<file path="src/rtl/exec_pkg.sv">
package exec_pkg;
  typedef enum logic [1:0] {
    MD_TRI = 2'd0,
    MD_LOB = 2'd1,
    MD_HIB = 2'd2,
    MD_SFT = 2'd3
  } mode_e;

  typedef enum logic [1:0] {
    K_ADD = 2'd0,
    K_SUB = 2'd1,
    K_AND = 2'd2,
    K_OR  = 2'd3
  } kind_e;

  // kind codes reused inside shift mode
  localparam logic [1:0] SK_LSL = 2'd0;
  localparam logic [1:0] SK_LSR = 2'd1;
  localparam logic [1:0] SK_ASR = 2'd2;
  localparam logic [1:0] SK_XFR = 2'd3;

  typedef struct packed {
    logic n;
    logic z;
    logic v;
    logic c;
  } flags_t;
endpackage

</file>
<file path="src/rtl/exec_addsub.sv">
module exec_addsub #(
  parameter int W = 16
) (
  input  logic [W-1:0] a,
  input  logic [W-1:0] b,
  input  logic         sub,
  output logic [W-1:0] r,
  output logic         c,
  output logic         v
);
  logic [W-1:0] bx;
  logic [W:0]   s;

  always_comb begin
    bx = sub ? ~b : b;
    s  = {1'b0, a} + {1'b0, bx} + {{W{1'b0}}, sub};
    r  = s[W-1:0];
    // carry for add, borrow for subtract
    c  = sub ? ~s[W] : s[W];
    v  = (a[W-1] == bx[W-1]) && (r[W-1] != a[W-1]);
  end
endmodule

</file>
<file path="src/rtl/exec_shift.sv">
module exec_shift #(
  parameter int W  = 16,
  parameter int AW = $clog2(W)
) (
  input  logic [W-1:0]  val,
  input  logic [AW-1:0] amt,
  input  logic          right,
  input  logic          arith,
  output logic [W-1:0]  r,
  output logic          c
);
  logic [W:0]   l_ext;
  logic [W:0]   r_ext;
  logic [W-1:0] a_res;

  always_comb begin
    l_ext = {1'b0, val} << amt;
    r_ext = {val, 1'b0} >> amt;
    a_res = W'($signed(val) >>> amt);
    if (right) begin
      r = arith ? a_res : r_ext[W:1];
      c = r_ext[0];
    end else begin
      r = l_ext[W-1:0];
      c = l_ext[W];
    end
  end
endmodule

</file>
<file path="src/rtl/coproc_exec.sv">
module coproc_exec #(
  parameter int DW = 16
) (
  input  logic            clk,
  input  logic            rst_n,
  input  logic            in_valid,
  output logic            in_ready,
  input  logic [3:0]      in_op,
  input  logic            in_amt_imm,
  input  logic [DW-1:0]   in_rd,
  input  logic [DW-1:0]   in_rs1,
  input  logic [DW-1:0]   in_rs2,
  input  logic [DW/2-1:0] in_imm,
  output logic            out_valid,
  input  logic            out_ready,
  output logic [DW-1:0]   out_res,
  output logic [3:0]      out_ccr
);
  import exec_pkg::*;

  localparam int BW = DW / 2;
  localparam int AW = $clog2(DW);

  mode_e        mode;
  logic [1:0]   kind;
  logic         acc;
  flags_t       ccr, nxt_ccr;
  logic [DW-1:0] nxt_res;

  logic [DW-1:0] full_r;
  logic          full_c, full_v;
  logic [BW-1:0] byte_a, byte_r, byte_lg;
  logic          byte_c, byte_v;
  logic [AW-1:0] amt;
  logic [DW-1:0] sh_r;
  logic          sh_c;
  logic          is_arith, is_shift, is_xfr;

  assign mode     = mode_e'(in_op[3:2]);
  assign kind     = in_op[1:0];
  assign is_arith = (kind == K_ADD) || (kind == K_SUB);
  assign is_shift = (mode == MD_SFT) && (kind != SK_XFR);
  assign is_xfr   = (mode == MD_SFT) && (kind == SK_XFR);

  assign in_ready = !out_valid || out_ready;
  assign acc      = in_valid && in_ready;

  exec_addsub #(.W(DW)) u_full (
    .a(in_rs1), .b(in_rs2), .sub(kind == K_SUB),
    .r(full_r), .c(full_c), .v(full_v)
  );

  assign byte_a = (mode == MD_HIB) ? in_rd[DW-1:BW] : in_rd[BW-1:0];

  exec_addsub #(.W(BW)) u_byte (
    .a(byte_a), .b(in_imm), .sub(kind == K_SUB),
    .r(byte_r), .c(byte_c), .v(byte_v)
  );

  assign byte_lg = (kind == K_AND) ? (byte_a & in_imm) : (byte_a | in_imm);

  assign amt = in_amt_imm ? in_imm[AW-1:0] : in_rs2[AW-1:0];

  exec_shift #(.W(DW), .AW(AW)) u_sh (
    .val(in_rd), .amt(amt), .right(kind != SK_LSL), .arith(kind == SK_ASR),
    .r(sh_r), .c(sh_c)
  );

  always_comb begin
    nxt_res = in_rd;
    nxt_ccr = ccr;
    case (mode)
      MD_TRI: begin
        if (is_arith) begin
          nxt_res   = full_r;
          nxt_ccr.c = full_c;
          nxt_ccr.v = full_v;
        end else begin
          nxt_res   = (kind == K_AND) ? (in_rs1 & in_rs2) : (in_rs1 | in_rs2);
          nxt_ccr.v = 1'b0;
        end
      end
      MD_LOB, MD_HIB: begin
        logic [BW-1:0] r8;
        r8 = is_arith ? byte_r : byte_lg;
        nxt_res = (mode == MD_HIB) ? {r8, in_rd[BW-1:0]} : {in_rd[DW-1:BW], r8};
        nxt_ccr.v = is_arith ? byte_v : 1'b0;
        if (is_arith) nxt_ccr.c = byte_c;
      end
      default: begin
        if (is_xfr) begin
          nxt_res = {{(DW-4){1'b0}}, ccr};
        end else begin
          nxt_res   = sh_r;
          nxt_ccr.v = 1'b0;
          if (amt != '0) nxt_ccr.c = sh_c;
        end
      end
    endcase
    if (!is_xfr) begin
      nxt_ccr.n = nxt_res[DW-1];
      nxt_ccr.z = (nxt_res == '0);
    end
  end

  always_ff @(posedge clk) begin
    if (!rst_n) begin
      out_valid <= 1'b0;
      out_res   <= '0;
      ccr       <= '0;
    end else if (acc) begin
      out_valid <= 1'b1;
      out_res   <= nxt_res;
      ccr       <= nxt_ccr;
    end else if (out_ready) begin
      out_valid <= 1'b0;
    end
  end

  assign out_ccr = ccr;

  AST_OUT_HOLD: assert property (@(posedge clk) disable iff (!rst_n)
    out_valid && !out_ready |=> out_valid && $stable(out_res));

  AST_LOGIC_KEEPS_C: assert property (@(posedge clk) disable iff (!rst_n)
    acc && (mode == MD_TRI) && !is_arith |=> ccr.c == $past(ccr.c));

  AST_LOW_KEEPS_HIGH: assert property (@(posedge clk) disable iff (!rst_n)
    acc && (mode == MD_LOB) |=> out_res[DW-1:BW] == $past(in_rd[DW-1:BW]));

  AST_HIGH_KEEPS_LOW: assert property (@(posedge clk) disable iff (!rst_n)
    acc && (mode == MD_HIB) |=> out_res[BW-1:0] == $past(in_rd[BW-1:0]));

  AST_SHIFT_CLEARS_V: assert property (@(posedge clk) disable iff (!rst_n)
    acc && is_shift |=> !ccr.v);

  AST_ZERO_SHIFT: assert property (@(posedge clk) disable iff (!rst_n)
    acc && is_shift && (amt == '0) |=> out_res == $past(in_rd) && ccr.c == $past(ccr.c));

  AST_XFR_FLAGS: assert property (@(posedge clk) disable iff (!rst_n)
    acc && is_xfr |=> ccr == $past(ccr));
endmodule

</file>
<file path="config.mk">
export PLATFORM = sky130hd
export DESIGN_NAME = coproc_exec
export DESIGN_NICKNAME = d
export VERILOG_FILES = /design/src/rtl/exec_pkg.sv /design/src/rtl/exec_addsub.sv /design/src/rtl/exec_shift.sv /design/src/rtl/coproc_exec.sv
export SDC_FILE = /design/constraint.sdc
export NUM_CORES = 1
export LEC_CHECK = 0
export ABC_AREA = 1
export BUFFER_PORTS_ARGS = -buffer_cell sky130_fd_sc_hd__clkbuf_2
export CAP_MARGIN = 20
export CELL_PAD_IN_SITES_DETAIL_PLACEMENT = 1
export CELL_PAD_IN_SITES_GLOBAL_PLACEMENT = 1
export CORE_ASPECT_RATIO = 0.7
export CORE_MARGIN = 2
export CORE_UTILIZATION = 35
export DETAILED_ROUTE_END_ITERATION = 8
export PLACE_DENSITY = 0.9
export SYNTH_ARGS = -nofsm -noshare
export SYNTH_HDL_FRONTEND = slang
export SYNTH_SLANG_ARGS = --single-unit
</file>
<file path="constraint.sdc">
create_clock -name clk -period 3.8 [get_ports clk]
set_clock_uncertainty 0.15 [all_clocks]
set_input_delay 1.14 -clock clk [delete_from_list [all_inputs] [get_ports clk]]
set_output_delay 1.14 -clock clk [all_outputs]
set_load 0.01 [all_outputs]
</file>
==> results of run 1 <==
cells in the final DEF (no fill, tap or decap), types with 6 or more instances in the layout:
master      n
nand2_2    56
nor2_2     10
nand2_4     8
buf_4      97
nand3_2    11
o21ai_2     6
nand4_1     7
inv_2      15
ha_4       11
a21oi_1    63
o211ai_1   18
nand2_1   304
o21ai_0    53
xor2_1      7
nand3_1   132
nor2_4      6
o21ai_1    23
clkbuf_2   84
nor2_1     66
inv_1     112
dfxtp_1    21
ha_1       21
a21oi_2    13
registers in the layout, indices dropped and copies added, names as in the netlist:
name,count
out_res,16
out_ccr,4
out_valid,1
tightest hold or removal path, delay by kind of cell, from the launching register on:
family | cells | cell delay [ns]
flops | 1 | 0.33
simple gates | 1 | 0.07
compound gates | 1 | 0.06
metal layers:
layer  share of wire [%]  wire length (um)  up-vias  GRT usage, %
li1                    -                 -     3756             -
met1                  41             13100     4043          46.6
met2                  43             13700      625          49.4
met3                  12              3880      136          4.93
met4                 4.3              1380        0          5.05
met5                   0                 0        -             0
repair_timing:
action / CTS / global route
resized for setup: 9 / 175
cloned: 0 / 1
pin swaps: 1 / 67
buffers inserted: 0 / 21
endpoints found under the hold margin: 0 / 0
endpoints found under the setup margin: 6 / 14
worst min path at each step:
| stage | from | to | slack, ns | cells after the start |
|---|---|---|---|---|
| 2_1_floorplan | out_ccr[0]$_SDFFE_PN0P_ | out_ccr[0]$_SDFFE_PN0P_ | 0.35 | 2 |
| 3_3_place_gp | out_res[8]$_SDFFE_PN0P_ | out_res[8]$_SDFFE_PN0P_ | 0.33 | 2 |
| 3_5_place_dp | out_ccr[1]$_SDFFE_PN0P_ | out_ccr[1]$_SDFFE_PN0P_ | 0.35 | 2 |
| 4_1_cts | out_ccr[1]$_SDFFE_PN0P_ | out_ccr[1]$_SDFFE_PN0P_ | 0.36 | 2 |
| 5_1_grt | out_ccr[1]$_SDFFE_PN0P_ | out_ccr[1]$_SDFFE_PN0P_ | 0.39 | 2 |
| 6_report | out_ccr[1]$_SDFFE_PN0P_ | out_ccr[1]$_SDFFE_PN0P_ | 0.36 | 2 |
area by class of cell:
cell class | instances | area [sq um]
fill | 2181 | 7850
multi-input combinational | 868 | 5020
timing repair buffer | 190 | 1270
inverter | 131 | 504
sequential | 21 | 420
tap | 200 | 250
clock buffer | 3 | 75.1
clock inverter | 1 | 5.00
cells by family after synthesis:
group                      synth area share, %
and+or+nand+nor                           47.9
AOI/OAI and AO/OA                         19.5
buffers and inverters                     12.9
adders and majority gates                 8.04
xor gates and xnor gates                  4.00
DFF                                       7.67
power by group through the flow:
stage / logic (mW) / registers [mW] / clock network [mW]
6_report: 1.53 / 0.254 / 0.236
5_1_grt: 1.62 / 0.255 / 0.246
4_1_cts: 1.20 / 0.252 / 0.234
3_5_place_dp: 1.19 / 0.257 / 0
3_3_place_gp: 1.14 / 0.256 / 0
2_1_floorplan: 0.709 / 0.262 / 0
through the flow:
stage	utilization [%]	setup slack (ns)	std cells	area, sq um	hold WS, ns
floorplan	-	0.0234	1060	5480	0.346
global placement	42.8	-0.294	1388	6590	0.333
detailed placement	42.8	-0.415	1388	6590	0.351
CTS	43.4	0.0145	1392	6690	0.361
global route	49.0	-0.243	1414	7550	0.394
finish	49.0	-0.0880	1414	7550	0.362
==> results.toml, run 1 <==
[setup_path]
crit_type = "in2reg"
crit_end = "out_ccr[0]$_SDFFE_PN0P_"
startpoint_type = "input port"
worstPathCellList = "buf_4, nand2_8, buf_8, xnor2_2, ha_1, nand2_2, buf_4, nor2_1, nand3_1, nand3_1, nand4_1, nand2_1, a21oi_1, o21ai_0, o21ai_0, o211ai_1, a21oi_1"
cp_num_cells = 17
reg2reg_to = "out_ccr[2]$_SDFFE_PN0P_"
cp_slowest_cell = "ha_1"
r2r_cells = 12
r2r_slack_ns = 1.63
crit_path_max_incr_delay_ns = 0.37
cp.arrival_ns = 3.87
crit_start = "in_op[0]"
worstPathRequired_ns = 3.78
endpoint_kind = "flip-flop"
cp_top_family = "simple AND/OR/NAND/NOR gates"
crit_fanout = 5
timing.rr.start = "out_valid$_SDFFE_PN0P_"
worst-path-buf-inv = 3

[sta]
layout_min_cycle_time_ns = 3.89
worst_slack_ns = -0.0880
finalCritPeriodShare_pct = 102
worst_pin_slew_ns = 0.601
maxSlewViolCount = 0
fin_setup_tns_ns = -0.150
max_freq_mhz = 257
setup_viol = 3
timing_hold_violations_final = 0
relSlewSlack_pct = 59.5

[synth]
syn_avg_cell_area_sq_um = 5.17
synth_seq_area_share_pct = 7.67
synthCells = 1060
synth_top_flop_cell = "dfxtp_1"
syn_nets = 1159
ys_types = 44
synth_top_area_share_pct = 24.5
synthTopCellsByCount = "nand2_1, nand3_1, inv_1, nor2_1, a21oi_1"
ys_ff_latch = 21
synth_area_leader_cell = "nand2_1"
ys_warn_count = 0
synth_area_sq_mm = 0.00548
synth_edf_count = 0
synthArstFlopShare_pct = 0
synth.most_common_cell = "nand2_1"
ys_top_cells_by_area = "nand2_1, nand3_1, inv_1, dfxtp_1, ha_1"

[drt]
ant_nets = 0
drtPass1Iterations = 5
wl_per_cell_um = 22.6
drt_iter0_drc = 978
vias_per_cell = 6.05
drc = 0
routed_wl_um = 32000
via_count = 8560

[global_routing]
grt_max_degree = 36
gr-usage-all-layers_pct = 31.6
grt_pass1_vias = 7867
grt_overflow = 0
grt_pass1_wl_um = 42200
antenna_found_initial = 0

[cts]
cts-root-buf = "clkbuf_16"
numCtsBuffers = 3
numClockSinks = 21
clk_latency_ns = 0.26
cts_tree = "built"
holdBufCountCts = 0
cts_max_path_buffers = 2
htreeDepth = 1
clk_pin_slew_ns = 0.07

[placement]
io_buffers = 86
gp_routability_congestion = 1.02
place_hpwl_um = 22300

[run_status]
status = "finished, violations left"
violations = "negative setup slack"

[die]
pin_count = 87
rows = 38
die-area_sq_mm = 0.0167
coreArea_sq_mm = 0.0154
start_util_pct = 35.6
dieWidth_um = 154
die_y_um = 109

[power]
comb_power_share_pct = 75.8
power_leakage_nw = 4.00
power.share.switching_pct = 53.6
power_density_mw_per_mm2 = 268
power_frac_clock_pct = 11.7
p_int_mw = 0.938
p_total_mw = 2.02
peakVddDrop_mv = 0.177
power_frac_seq_pct = 12.6
p_switching_mw = 1.08

[final_layout]
area_delta_synth_final_pct = 37.8
diodes = 0
layout-drive-gt1-share_pct = 29.5
final_nets = 1314

[job]
drv_cap = 0

[hold_path]
min_path_type = "reg2reg"
No activity file was read; power rests on OpenSTA's default activity.
==> run 2: changes to the inputs <==
- MAX_ROUTING_LAYER: not set -> met4
==> run 2 against run 1 <==
Effect of this change: the flow now finishes without violations; clock power shrank 6%; core utilization decreased by 4.4 points; setup slack better by 0.19 ns; design area is 9.0% lower; total power down 13%; first-iteration DRC count decreased by 7.3%; critical path depth is 5 higher; sequential power hardly changed; critical path type unchanged; largest power group unchanged; highest routed layer unchanged.
==> results.toml, run 2 (synthesis gave the netlist of run 1 again) <==
[run_status]
status = "complete, no violations"

[sta]
grt_setup_unrepaired = "yes"
setup_viol = 0
worst_pin_slew_ns = 0.608
relSlewSlack_pct = 59.0
timing_hold_violations_final = 0
max_freq_mhz = 271
maxSlewViolCount = 0
worst_slack_ns = 0.107
fin_setup_tns_ns = 0
finalCritPeriodShare_pct = 97.2
layout_min_cycle_time_ns = 3.69

[final_layout]
final_nets = 1299
layout_commonest_cell = "nand2_1"
layout_common_cells = "nand2_1, nand3_1, inv_1"
layout-drive-gt1-share_pct = 20.4
area_delta_synth_final_pct = 25.4
largest_register = "out_res"
multi_input_area_sq_mm = 0.00451
largest_reg_flops = 16
diodes = 0
fin_cells = 1399
regArea_sq_um = 420
nFillCells = 2292

[drt]
wl_met2_um = 11200
ant_nets = 0
drt_iter0_drc = 907
routed_wl_um = 27300
vias_per_cell = 5.67
wl_met1_um = 12800
drc = 0
via_count = 7929
met3_length_um = 2620
wl_per_cell_um = 19.5
drtPass1Iterations = 5
top_layer = "met4"

[power]
power_density_mw_per_mm2 = 256
power_leakage_nw = 3.82
peakVddDrop_mv = 0.266

[cts]
cts_max_path_buffers = 2
numClockSinks = 21
cts-root-buf = "clkbuf_16"
clk_latency_ns = 0.25
numCtsBuffers = 3
cts_tree = "built"
htreeDepth = 1
clk_pin_slew_ns = 0.06

[die]
pin_count = 87
die-area_sq_mm = 0.0167
dieWidth_um = 154
coreArea_sq_mm = 0.0154
start_util_pct = 35.6
die_y_um = 109
rows = 38

[placement]
dp_slack_ns = -0.371
gp_routability_congestion = 1.06
placedCellCount = 1394
io_buffers = 86
place_hpwl_um = 22600

[job]
drv_cap = 0

[setup_path]
crit_type = "in2reg"
crit_fanout = 9
cp.arrival_ns = 3.73
endpoint_kind = "flip-flop"
startpoint_type = "input port"
worstPathRequired_ns = 3.84

[hold_path]
min_path_type = "reg2reg"

[global_routing]
grt_pass1_wl_um = 42100
gr-usage-all-layers_pct = 32.7
grt_max_degree = 36
grt_overflow = 0
antenna_found_initial = 0
grt_pass1_vias = 7873
run 2: cell count changes in the layout (fill, tap and decap cells not counted), sizes merged:
cell    before  now
nand2      370  369
clkbuf      87   89
buf        106   90
run 2: path summary, 6_finish.rpt:
check / startpoint / to / slack [ns] / cells past startpoint
setup / recovery: in_op[1] / out_ccr[2]$_SDFFE_PN0P_ / 0.11 / 22
hold / removal: out_ccr[1]$_SDFFE_PN0P_ / out_ccr[1]$_SDFFE_PN0P_ / 0.35 / 2
setup reg to reg: out_valid$_SDFFE_PN0P_ / out_ccr[0]$_SDFFE_PN0P_ / 1.84 / 8
hold reg to reg: out_ccr[1]$_SDFFE_PN0P_ / out_ccr[1]$_SDFFE_PN0P_ / 0.35 / 2
run 2: critical path, cell delays in order:
cell      delay [ns]
clkbuf_2        0.11
inv_4           0.08
nand2_8         0.09
buf_4           0.18
xnor2_1         0.12
ha_2            0.40
nand2_1         0.11
nor2_2          0.17
inv_1           0.06
nor2_1          0.12
nand2_2         0.10
nand3_1         0.09
nand3_1         0.09
nand2_1         0.11
nand2_1         0.07
nand2_1         0.09
nand2_2         0.10
nor2_1          0.10
nand4_1         0.12
nor2_1          0.10
nand2_1         0.07
a21oi_2         0.10
run 2: final cells by class:
class                      count  area share [%]
clock inverter                 1          0.0728
tap                          200            3.64
clock buffer                   3            1.09
multi-input combinational    867            65.6
inverter                     131            7.26
sequential                    21            6.12
timing repair buffer         176            16.2
run 2: stage by stage:
step / power (mW) / hold WS [ns] / cell area [sq um] / util (%)
after floorplan: 0.971 / 0.346 / 5480 / -
after global placement: 1.41 / 0.341 / 6620 / 43.0
final: 1.76 / 0.348 / 6870 / 44.6
after global routing: 1.89 / 0.385 / 6870 / 44.6
after detailed placement: 1.45 / 0.339 / 6620 / 43.0
after CTS: 1.69 / 0.349 / 6710 / 43.6
run 2: metal layers:
metal  global-route usage [%]  up-vias
met5                        -        -
met4                     6.68        0
met1                     45.6     3742
li1                         -     3734
met3                     6.04       63
met2                     49.7      390
run 2: what timing repair did:
item                       4_1_cts  5_1_grt
setup endpoints to repair        6       16
pin swaps                        1        6
hold buffers                     0        0
resized for setup                5       42
buffers inserted                 0        1
run 2: power breakdown:
group          internal, mW  leakage [nW]  switching (mW)
Sequential            0.239         0.174          0.0126
Combinational         0.465          3.60           0.822
Clock                 0.141        0.0409          0.0802
Total                 0.846          3.82           0.915
